**src/rtl/diag_ctl_reg.sv**
```systemverilog
module diag_ctl_reg (
  input  logic       clk,
  input  logic       rst_n,
  input  logic       sw_rst,
  input  logic       wr_en,
  input  logic [7:0] wr_data,
  output logic [7:0] rd_data,
  output logic       test_en,
  output logic       test_lock,
  output logic       test_grant,
  output logic       runt_accept,
  output logic       coll_force,
  output logic       fcs_rx_sel,
  output logic       fcs_to_rx,
  output logic [1:0] loop_mode,
  output logic       loop_ext,
  output logic       loop_int_raw,
  output logic       loop_int_coded
);

  localparam int B_EN   = 7;
  localparam int B_LOCK = 6;
  localparam int B_RUNT = 5;
  localparam int B_COLL = 4;
  localparam int B_FCS  = 3;
  localparam int B_LPHI = 2;
  localparam int B_LPLO = 1;

  localparam logic [1:0] LP_NONE  = 2'b00;
  localparam logic [1:0] LP_EXT   = 2'b01;
  localparam logic [1:0] LP_RAW   = 2'b10;
  localparam logic [1:0] LP_CODED = 2'b11;

  logic       en_q, lock_q, runt_q, coll_q, fcs_q;
  logic [1:0] loop_q;
  logic       take;
  logic       unused_rsvd;

  assign take        = wr_en & ~sw_rst;
  assign unused_rsvd = wr_data[0];

  always_ff @(posedge clk or negedge rst_n) begin
    if (!rst_n) begin
      en_q   <= 1'b0;
      runt_q <= 1'b0;
      coll_q <= 1'b0;
      fcs_q  <= 1'b0;
      loop_q <= LP_NONE;
    end else if (sw_rst) begin
      en_q   <= 1'b0;
      runt_q <= 1'b0;
      coll_q <= 1'b0;
      fcs_q  <= 1'b0;
      loop_q <= LP_NONE;
    end else if (take) begin
      en_q   <= wr_data[B_EN];
      runt_q <= wr_data[B_RUNT];
      coll_q <= wr_data[B_COLL];
      fcs_q  <= wr_data[B_FCS];
      loop_q <= wr_data[B_LPHI:B_LPLO];
    end
  end

  always_ff @(posedge clk or negedge rst_n) begin
    if (!rst_n)
      lock_q <= 1'b0;
    else if (sw_rst)
      lock_q <= 1'b0;
    else if (take && wr_data[B_LOCK])
      lock_q <= 1'b1;
  end

  assign rd_data = {en_q, lock_q, runt_q, coll_q, fcs_q, loop_q, 1'b0};

  assign test_en     = en_q;
  assign test_lock   = lock_q;
  assign test_grant  = en_q & ~lock_q;
  assign runt_accept = runt_q;
  assign coll_force  = coll_q;
  assign fcs_rx_sel  = fcs_q;
  assign loop_mode   = loop_q;

  assign loop_ext       = (loop_q == LP_EXT);
  assign loop_int_raw   = (loop_q == LP_RAW);
  assign loop_int_coded = (loop_q == LP_CODED);
  assign fcs_to_rx      = fcs_q & (loop_q != LP_NONE);

endmodule

```
**config.mk**
```make
export PLATFORM = sky130hd
export DESIGN_NAME = diag_ctl_reg
export DESIGN_NICKNAME = d
export VERILOG_FILES = /design/src/rtl/diag_ctl_reg.sv
export SDC_FILE = /design/constraint.sdc
export NUM_CORES = 1
export LEC_CHECK = 0
export ABC_AREA = 1
export BUFFER_PORTS_ARGS = -buffer_cell sky130_fd_sc_hd__buf_2
export CAP_MARGIN = 20
export CORE_AREA = 2 2 39 41
export DETAILED_ROUTE_END_ITERATION = 8
export DIE_AREA = 0 0 41 43
export PLACE_DENSITY_LB_ADDON = 0.05
export SLEW_MARGIN = 25
export SYNTH_ARGS = -nofsm -noshare
export SYNTH_HDL_FRONTEND = slang
export SYNTH_SLANG_ARGS = --single-unit
```
**constraint.sdc**
```tcl
create_clock -name clk -period 0.9 [get_ports clk]
set_input_delay 0.09 -clock clk [delete_from_list [all_inputs] [get_ports clk]]
set_output_delay 0.09 -clock clk [all_outputs]
set_load 0.01 [all_outputs]
```
# After elaboration in Yosys (flattened, before gate mapping)
# Cells that the tools add are included.
# classes
n_reduce_logical	4
n_mux	12
bitwise	5
n_eq_ne	3
# op_table
op	count
$mux W1	10
$reduce_bool A2 Y1	3
$eq A2 B2 Y1 const B	2
$mux W2	2
$and A1 B1 Y1	3
$eq A2 B1 Y1 const B	1
$not A1 Y1	2
$logic_and A1 B1 Y1	1
# word_totals
elab_cells	30
inputBits	12
regBits	7

# Depth between registers and ports, before layout
# Gate-level depths: netlist of run 1.
# logic_depth
ltp_word	5
depth_mapped	4

# Worst setup path after synthesis of run 1
# Ideal clock, no wire load.
# synth_path
path_type	flip-flop to output port
startpoint	register loop_q[1] (netlist: loop_mode[1])
endpoint	output fcs_to_rx
stages_incl_launch_ff	2
arrival_ps	676
path_slack_ps	134
cell_sequence	dfrtp_1 -> o21a_1
# synth_between
elab_chain_cells	2
# synth_rtl
item	line_no	source
start: declaration	35	logic [1:0] loop_q;
start signal: assignment	60	loop_q <= wr_data[B_LPHI:B_LPLO];
$reduce_bool A2 Y1	86	assign fcs_to_rx = fcs_q & (loop_q != LP_NONE);
$and A1 B1 Y1	86	
end: declaration	14	output logic fcs_to_rx,
# No other way between the ends.

# Worst setup path in the final report of run 1
# layout_path
startpoint	register loop_q[0] (netlist: loop_mode[0])
endpoint	output fcs_to_rx
# The elaborated chain is that of the path after synthesis.

==> results.py, run 1 <==
metrics = {
    "cells_and_area": {
        "fin_util_pct": 41.6,
        "fill_cells": 162,
        "drive_gt1_share_pct": 51.3,
        "layout.nets": 91,
        "areaGrowthSynthToFinish_pct": 47.4,
        "antennaDiodeCount": 0,
    },
    "clock_tree": {
        "cts_buffers": 3,
        "path_clk_slew_ns": 0.06,
        "clockBufferDepth": 2,
        "cts_root_buf": "clkbuf_4",
        "cts_tree": "built",
        "htree_num_levels": 1,
        "worstSkewPairLatency_ns": 0.25,
        "cts.sinks": 7,
    },
    "power": {
        "power.share.switching_pct": 27.4,
        "p_total_uw": 813,
        "cell_internal_pwr_uw": 590,
        "seq_power_share_pct": 43.5,
        "max-vdd-ir-drop_v": 0.000680,
        "power_switching_uw": 223,
        "combinationalPowerShare_pct": 21.2,
        "power_frac_clock_pct": 35.3,
        "power.density_mw_per_mm2": 1410,
        "p_leak_nw": 0.364,
    },
    "die": {
        "rows": 14,
        "die_w_um": 41,
        "core_area_mm2": 0.00138,
        "io_pins": 32,
        "die_y_um": 43,
        "start_util_pct": 28.2,
        "die_area_mm2": 0.00176,
    },
    "status": {
        "outcome": "complete, but fails checks",
        "violations": "negative setup slack",
    },
    "grt": {
        "grt_pass1_wl_um": 1320,
        "grt_max_degree": 9,
        "grt_use_total_pct": 11.4,
        "antenna_found_initial": 0,
        "grt-ovfl-total": 0,
        "grt_pass1_vias": 312,
    },
    "synth": {
        "synthTopCellsByCount": "nand2_1 (15), buf_4 (8), dfrtp_1 (7), nand3_1 (7), inv_1 (4)",
        "ys_async_sr_fraction_pct": 100,
        "synthTopCellsByArea": "dfrtp_1 (45%), buf_4 (15%), nand2_1 (14%)",
        "synth_cell_types": 11,
        "synth_area_leader_cell": "dfrtp_1",
        "netlist_area_um2": 390,
        "synthMostInstantiatedCell": "nand2_1",
        "synth_warnings": 0,
        "synth_edf_count": 0,
        "syn_avg_cell_area_um2": 7.97,
        "synthCells": 49,
        "ys_ff_latch": 7,
        "synthFlopType": "dfrtp_1",
        "synthesis.nets": 61,
        "yosysSeqAreaShare_pct": 44.9,
        "synth_top_area_share_pct": 44.9,
    },
    "timing": {
        "layout_min_cycle_time_ns": 1.08,
        "hold_viol": 0,
        "fin_skew_ns": 0,
        "report.final.slew_viol_count": 0,
        "fin_crit_sh_pct": 120,
        "rsz0062_at_grt": "true",
        "setup_viol": 11,
        "setup_ws_ns": -0.180,
        "fmax_ghz": 0.926,
    },
    "critical_path": {
        "worstPathRequired_ns": 0.81,
        "path_delay_family": "flip-flops",
        "arrival_ns": 0.99,
        "critPathLaunchType": "register",
        "cp_cell_sequence": "o21a_1 -> buf_2",
        "cpPeakStageDelay_ns": 0.43,
        "setup.worst_path.class": "reg2out",
        "worstPathMaxFanout": 6,
        "cp_slowest_cell": "dfrtp_2",
        "critPathCaptureType": "output port",
        "worst-path-buf-inv": 1,
    },
    "placed_design": {
        "dp_hpwl_um": 632,
        "io_buffers": 29,
        "gp_congestion": 0.574,
    },
    "detailed_routing": {
        "drt-pass1-iter-count": 2,
        "drc_errors": 0,
        "via_per_inst": 4.02,
        "routedWlPerCell_um": 9.17,
        "wirelength_um": 862,
        "drtIter0Drc": 3,
        "ant_nets": 0,
        "via_count": 378,
    },
    "job": {
        "drv_cap": 0,
    },
    "hold_path": {
        "hp-class": "in2reg",
    },
}
[per-stage QoR]
step | cells | hold slack, ns | area, um2 | setup TNS (ns) | setup slack [ns]
finish | 94 | 0.0626 | 576 | -0.911 | -0.180
global route | 94 | 0.0754 | 576 | -1.59 | -0.218
CTS | 91 | 0.0583 | 529 | -0.897 | -0.197
detailed placement | 85 | -0.0611 | 484 | 0 | 0.0521
global placement | 85 | -0.0631 | 484 | 0 | 0.0653
floorplan | 49 | -0.206 | 390 | 0 | 0.134
[timing repair]
item                       4_1_cts  5_1_grt
pin swaps                        1        2
hold buffers                     1        0
setup endpoints to repair       11       17
buffers inserted                 1        3
hold endpoints to repair         7        0
resized for setup                1        5
[sequential cells by signal, summed over array words and instances, names as in the netlist]
name / count
coll_force: 1
fcs_rx_sel: 1
loop_mode: 2
runt_accept: 1
test_en: 1
test_lock: 1
[area by class of cell]
| cell class | count | area (um2) | area share, % |
|---|---|---|---|
| clock buffers | 4 | 26.3 | 4.57 |
| flip-flops and latches | 7 | 178 | 30.9 |
| repair buffers | 34 | 208 | 36.1 |
| inverters | 5 | 18.8 | 3.26 |
| multi-input cells | 28 | 125 | 21.7 |
| well taps | 16 | 20.0 | 3.48 |
[per-layer routing]
layer / wire length, um / part of all wire [%] / global-route usage, %
met3: 70 / 8.1 / 3.14
met1: 354 / 41 / 14.4
met2: 437 / 51 / 15.9
met5: 0 / 0 / 0
met4: 0 / 0 / 8.00
[worst register-to-register path, stage by stage, from the launching register on]
cell and delay, ns:
dfrtp_2 0.43, buf_4 0.14, nand2_1 0.05, nand2_1 0.04
[kinds of logic after synthesis]
logic type | count (synthesis) | synth area share, %
AND/OR/NAND/NOR | 26 | 29.2
buffers and inverters | 14 | 23.1
flip-flops | 7 | 44.9
AO/OA/AOI/OAI | 1 | 1.92
other | 1 | 0.961
[power groups by stage]
stage / sequential (mW) / clock [mW] / combinational [mW]
after floorplan: 0.366 / 0 / 0.0881
after global placement: 0.359 / 0 / 0.145
after detailed placement: 0.359 / 0 / 0.145
after CTS: 0.354 / 0.302 / 0.153
after global routing: 0.358 / 0.313 / 0.195
final: 0.354 / 0.287 / 0.173
[final timing paths]
path                              startpoint  depth (start not counted)  slack (ns)      endpoint
worst max-delay path            loop_mode[0]                          2       -0.18     fcs_to_rx
worst min-delay path              wr_data[6]                          3        0.06     test_lock
worst max register to register  loop_mode[0]                          3        0.13  loop_mode[0]
worst min register to register   runt_accept                          2        0.49   runt_accept
max in group asynchronous              rst_n                          2        0.52  loop_mode[0]
min in group asynchronous              rst_n                          2        0.20    coll_force
[layout by cell type (no fill, tap or decap)]
cell,n
buf_2,26
buf_4,3
buf_6,4
clkbuf_1,1
clkbuf_4,3
conb_1,1
dfrtp_1,5
dfrtp_2,2
dlygate4sd3_1,1
inv_1,4
inv_2,1
nand2_1,15
nand3_1,7
nor2_1,3
nor2_4,1
o21a_1,1
(Power assumes the default switching activity.)
==> run 2, diff against run 1 <==
CORE_AREA = default   (was 2 2 39 41)
CORE_MARGIN = 2   (was default)
CORE_UTILIZATION = 25   (was default)
DIE_AREA = default   (was 0 0 41 43)
==> run 2 against run 1 <==
The flow still finishes with violations (negative setup slack); sequential power about the same; power increased by 1.9%; wire length increased by 8.9%; global-route usage decreased by 0.83 points; fmax decreased by 1.5%; worst setup slack got worse by 0.017 ns; sequential share of layout area decreased by 0.46 points; non-clock buffer count increased by 2; critical endpoint unchanged.
==> results.py, run 2 (synthesis gave the netlist of run 1 again) <==
metrics = {
    "timing": {
        "setup_viol": 9,
        "fmax_ghz": 0.912,
        "fin_tns_setup_ns": -1.08,
        "report.final.slew_viol_count": 0,
        "fin_crit_sh_pct": 122,
        "layout_min_cycle_time_ns": 1.10,
        "fin_skew_ns": 0,
        "rsz0062_at_grt": "true",
        "hold_viol": 0,
        "setup_ws_ns": -0.197,
    },
    "cells_and_area": {
        "areaGrowthSynthToFinish_pct": 49.7,
        "antennaDiodeCount": 0,
        "drive_gt1_share_pct": 52.5,
        "layout_commonest_cell": "buf_2",
        "fin_area_um2": 584,
        "largest_reg_flops": 2,
        "layout.nets": 93,
        "final_cells": 96,
        "layout_common_cells": "buf_2 (27), nand2_1 (15), nand3_1 (7)",
        "multi_input_area_um2": 125,
        "seqCellArea_um2": 178,
        "fill_cells": 159,
    },
    "critical_path": {
        "r2r_slack_ns": 0.11,
        "critPathLaunchType": "register",
        "setup.worst_path.class": "reg2out",
        "worstPathRequired_ns": 0.81,
        "arrival_ns": 1.01,
        "worstPathMaxFanout": 6,
        "critPathCaptureType": "output port",
    },
    "power": {
        "p_leak_nw": 0.373,
        "max-vdd-ir-drop_v": 0.000683,
        "power.density_mw_per_mm2": 1420,
    },
    "placed_design": {
        "dp_slack_ns": 0.0462,
        "placed_cells": 85,
        "gp_congestion": 0.641,
        "dpl_cell_area_um2": 484,
        "io_buffers": 29,
    },
    "clock_tree": {
        "cts_tree": "built",
        "path_clk_slew_ns": 0.05,
        "cts_buffers": 3,
        "cts.sinks": 7,
        "clockBufferDepth": 2,
        "worstSkewPairLatency_ns": 0.26,
        "htree_num_levels": 1,
        "cts_root_buf": "clkbuf_4",
    },
    "grt": {
        "grt_pass1_wl_um": 1350,
        "antenna_found_initial": 0,
        "grt_pass1_vias": 298,
        "grt_max_degree": 9,
        "grt_use_total_pct": 10.6,
        "grt-ovfl-total": 0,
    },
    "die": {
        "die_area_mm2": 0.00189,
        "rows": 14,
        "io_pins": 32,
        "start_util_pct": 26.2,
        "die_y_um": 43.5,
        "die_w_um": 43.5,
        "core_area_mm2": 0.00149,
    },
    "detailed_routing": {
        "drt-pass1-iter-count": 3,
        "routedWlPerCell_um": 9.78,
        "drtIter0Drc": 3,
        "wirelength_um": 939,
        "drc_errors": 0,
        "via_count": 393,
        "ant_nets": 0,
        "via_per_inst": 4.09,
    },
    "status": {
        "violations": "negative setup slack",
        "outcome": "complete, but fails checks",
    },
    "job": {
        "drv_cap": 0,
    },
    "hold_path": {
        "hp-class": "in2reg",
    },
}
-- run 2: cell types whose count changed in the layout (fill, tap and decap cells not counted), sizes merged --
cell,delta
buf,+2
-- run 2: final timing paths --
check / from / to / cells after the start
worst min register to register: fcs_rx_sel / fcs_rx_sel / 2
worst min-delay path: wr_data[6] / test_lock / 3
max in group asynchronous: rst_n / loop_mode[0] / 2
min in group asynchronous: rst_n / runt_accept / 2
worst max-delay path: loop_mode[0] / fcs_to_rx / 2
worst max register to register: loop_mode[0] / loop_mode[0] / 3
-- run 2: metal layers --
metal  global-route usage [%]  share of wire (%)  vias up
met5                        0                  0        -
met1                     12.1                 45      169
met4                     5.45                1.2        0
met3                     6.25                8.9        2
met2                     15.5                 44       21
li1                         -                  -      201
-- run 2: worst max-delay path, cell delays in order (launching register included) --
cell     delay (ns)
dfrtp_2        0.44
o21a_1         0.19
buf_2          0.13
-- run 2: through the flow --
stage | hold WS, ns | total power [mW] | util (%)
finish | 0.0581 | 0.829 | 39.2
global route | 0.0516 | 0.884 | 39.2
CTS | 0.0534 | 0.826 | 37.1
detailed placement | -0.0666 | 0.506 | 32.5
global placement | -0.0676 | 0.505 | 32.5
floorplan | -0.206 | 0.455 | -
-- run 2: what timing repair did --
item | CTS | global route
resized for setup | 3 | 2
hold buffers | 1 | 0
setup endpoints to repair | 15 | 19
pin swaps | 4 | 0
hold endpoints to repair | 7 | 0
setup buffers | 3 | 3
-- run 2: power by group --
part           switching (mW)  internal, mW  total, mW
logic                  0.0888        0.0902      0.179
registers              0.0198         0.335      0.355
clock network           0.126         0.170      0.295
-- run 2: cell type report --
type,count,area share [%]
repair buffers,36,37.0
flip-flops and latches,7,30.4
multi-input cells,28,21.4
clock buffers,4,4.50
well taps,16,3.43
inverters,5,3.21
==> run 3, diff against run 2 <==
ABC_AREA = 0   (was 1)
==> run 3 against run 2 <==
Critical endpoint unchanged; highest routed layer is now met3; the run still ends with negative setup slack left; first-iteration DRC count fell by 67%; clock power fell by 6%; critical path depth did not move; sequential power barely moved; register-to-register slack got worse by 0.07 ns; sequential share of layout area rose by 3.3 points; critical path type unchanged.
==> results.py, run 3 <==
metrics = {
    "status": {
        "outcome": "complete, but fails checks",
        "violations": "negative setup slack",
    },
    "cells_and_area": {
        "layout.nets": 76,
        "layout_commonest_cell": "buf_2",
        "largest_reg_flops": 2,
        "antennaDiodeCount": 0,
        "layout_common_cells": "buf_2 (28), nor2_1 (7), mux2i_1 (6)",
        "drive_gt1_share_pct": 57.1,
        "areaGrowthSynthToFinish_pct": 40.8,
    },
    "timing": {
        "rsz0062_at_grt": "true",
        "fin_tns_setup_ns": -0.829,
        "layout_min_cycle_time_ns": 1.09,
        "fmax_ghz": 0.916,
        "fin_crit_sh_pct": 121,
        "setup_viol": 9,
        "report.final.slew_viol_count": 0,
        "setup_ws_ns": -0.191,
        "hold_viol": 0,
        "fin_skew_ns": 0,
    },
    "synth": {
        "netlist_area_um2": 374,
        "muxShareOfSynthArea_pct": 16.1,
        "synth_edf_count": 0,
        "synth_area_leader_cell": "dfrtp_1",
        "synthesis.nets": 48,
        "synthSimpleGateAreaFrac_pct": 13.7,
        "synth_compound_area_share_pct": 3.34,
        "syn_avg_cell_area_um2": 10.4,
        "synth_warnings": 0,
        "synthAdderAreaFrac_pct": 0,
        "synth_cell_types": 10,
        "synth_top_area_share_pct": 46.8,
        "synth_top_family_by_area": "buffers and inverters",
        "synthTopCellsByArea": "dfrtp_1 (47%), mux2i_1 (16%), buf_4 (16%)",
        "synthFlopType": "dfrtp_1",
        "synthCells": 36,
        "synth_xor_area_share_pct": 0,
        "synthMostInstantiatedCell": "buf_4",
        "synthTopCellsByCount": "buf_4 (8), dfrtp_1 (7), nor2_1 (7), mux2i_1 (6), nor2b_1 (3)",
        "yosysSeqAreaShare_pct": 46.8,
        "ys_ff_latch": 7,
        "ys_async_sr_fraction_pct": 100,
    },
    "power": {
        "p_leak_nw": 0.324,
        "power.density_mw_per_mm2": 1490,
        "max-vdd-ir-drop_v": 0.00115,
    },
    "detailed_routing": {
        "routedWlPerCell_um": 9.94,
        "ant_nets": 0,
        "drtIter0Drc": 1,
        "drt-pass1-iter-count": 2,
        "drc_errors": 0,
        "via_per_inst": 4.05,
        "wirelength_um": 775,
        "via_count": 316,
    },
    "critical_path": {
        "path_delay_family": "flip-flops",
        "r2r_slack_ns": 0.04,
        "worstRegToRegCells": 3,
        "arrival_ns": 1.00,
        "critPathCaptureType": "output port",
        "rr_startpoint": "loop_mode[0]",
        "critPathLaunchType": "register",
        "cp_slowest_cell": "dfrtp_2",
        "r2r_end": "loop_mode[0]",
        "cp_cell_sequence": "o21a_1 -> buf_2",
        "worstPathRequired_ns": 0.81,
        "cpPeakStageDelay_ns": 0.44,
        "worst-path-buf-inv": 1,
        "setup.worst_path.class": "reg2out",
        "worstPathMaxFanout": 7,
    },
    "job": {
        "drv_cap": 0,
    },
    "grt": {
        "grt_use_total_pct": 8.44,
        "grt_max_degree": 8,
        "antenna_found_initial": 0,
        "grt-ovfl-total": 0,
        "use_met1_pct": 10.7,
        "met3_usage_pct": 5.53,
        "grt_util_met2_pct": 12.7,
        "busiest_layer": "met2",
        "grt_pass1_wl_um": 1190,
        "grt_pass1_vias": 271,
    },
    "clock_tree": {
        "clockBufferDepth": 2,
        "path_clk_slew_ns": 0.05,
        "cts_root_buf": "clkbuf_4",
        "cts_tree": "built",
        "worstSkewPairLatency_ns": 0.24,
        "htree_num_levels": 1,
        "cts_buffers": 3,
        "cts.sinks": 7,
    },
    "hold_path": {
        "hold_end": "loop_mode[1]",
        "min_from": "sw_rst",
        "hp-class": "in2reg",
        "hold_depth": 2,
    },
    "die": {
        "die_y_um": 42.7,
        "die_w_um": 42.7,
        "core_area_mm2": 0.00135,
        "start_util_pct": 27.7,
        "die_area_mm2": 0.00182,
        "io_pins": 32,
        "rows": 13,
    },
    "placed_design": {
        "io_buffers": 29,
        "gp_congestion": 0.567,
        "dp_slack_ns": 0.0739,
    },
}
==> run 3: cell count changes in the layout (fill, tap and decap cells not counted), moves of 2 or more <==
cell / previous run / this run
buf_4: 5 / 2
buf_6: 3 / 1
inv_1: 4 / 0
mux2i_1: 0 / 6
nand2_1: 15 / 0
nand3_1: 7 / 0
nor2_1: 3 / 7
nor2b_1: 0 / 3
==> run 3: what timing repair did <==
item	in CTS	in global routing
resized for setup	0	3
pin swaps	1	1
endpoints found under the setup margin	11	17
buffers inserted	1	1
hold endpoints to repair	7	0
gates cloned	0	0
hold buffers	1	0
==> run 3: cells by family (layout without fill, tap and decap cells) <==
| family | after synthesis | count (layout) |
|---|---|---|
| multiplexers | 6 | 6 |
| other | 1 | 1 |
| AND/OR/NAND/NOR | 11 | 11 |
| buffers and inverters | 9 | 36 |
| AO/OA/AOI/OAI | 2 | 2 |
| flip-flops | 7 | 7 |
==> run 3: layout make-up <==
type | instances | area [um2]
clock buffer | 4 | 26.3
sequential | 7 | 178
fill | 149 | 823
timing repair buffer | 32 | 176
tap | 15 | 18.8
multi-input combinational | 20 | 128
==> run 3: report_power, final <==
part | switching (mW) | internal [mW]
clock network | 0.109 | 0.169
logic | 0.0757 | 0.0790
registers | 0.0187 | 0.334
total | 0.203 | 0.582
==> run 3: worst max-delay path by stage <==
stage                 start   endpoint  slack, ns  cells after the start
6_report       loop_mode[0]  fcs_to_rx      -0.19                      2
5_1_grt        loop_mode[0]  fcs_to_rx      -0.24                      2
4_1_cts        loop_mode[1]  fcs_to_rx      -0.20                      2
3_5_place_dp   loop_mode[1]  fcs_to_rx       0.07                      2
3_3_place_gp   loop_mode[1]  fcs_to_rx       0.07                      2
2_1_floorplan  loop_mode[0]   loop_ext       0.13                      1
==> run 3: stage by stage <==
stage	std cells	hold WS (ns)	power [mW]	cell area [um2]	util [%]
final	78	0.0848	0.785	527	39.0
after global routing	78	0.101	0.843	527	39.0
after CTS	77	0.0829	0.796	510	37.8
after detailed placement	71	-0.0690	0.502	467	34.6
after global placement	71	-0.0680	0.503	467	34.6
after floorplan	36	-0.206	0.453	374	-
==> run 3: routing by layer <==
| layer | vias up | wire length, um |
|---|---|---|
| li1 | 162 | - |
| met1 | 137 | 334 |
| met2 | 17 | 356 |
| met3 | 0 | 83 |
| met4 | 0 | 0 |
| met5 | - | 0 |
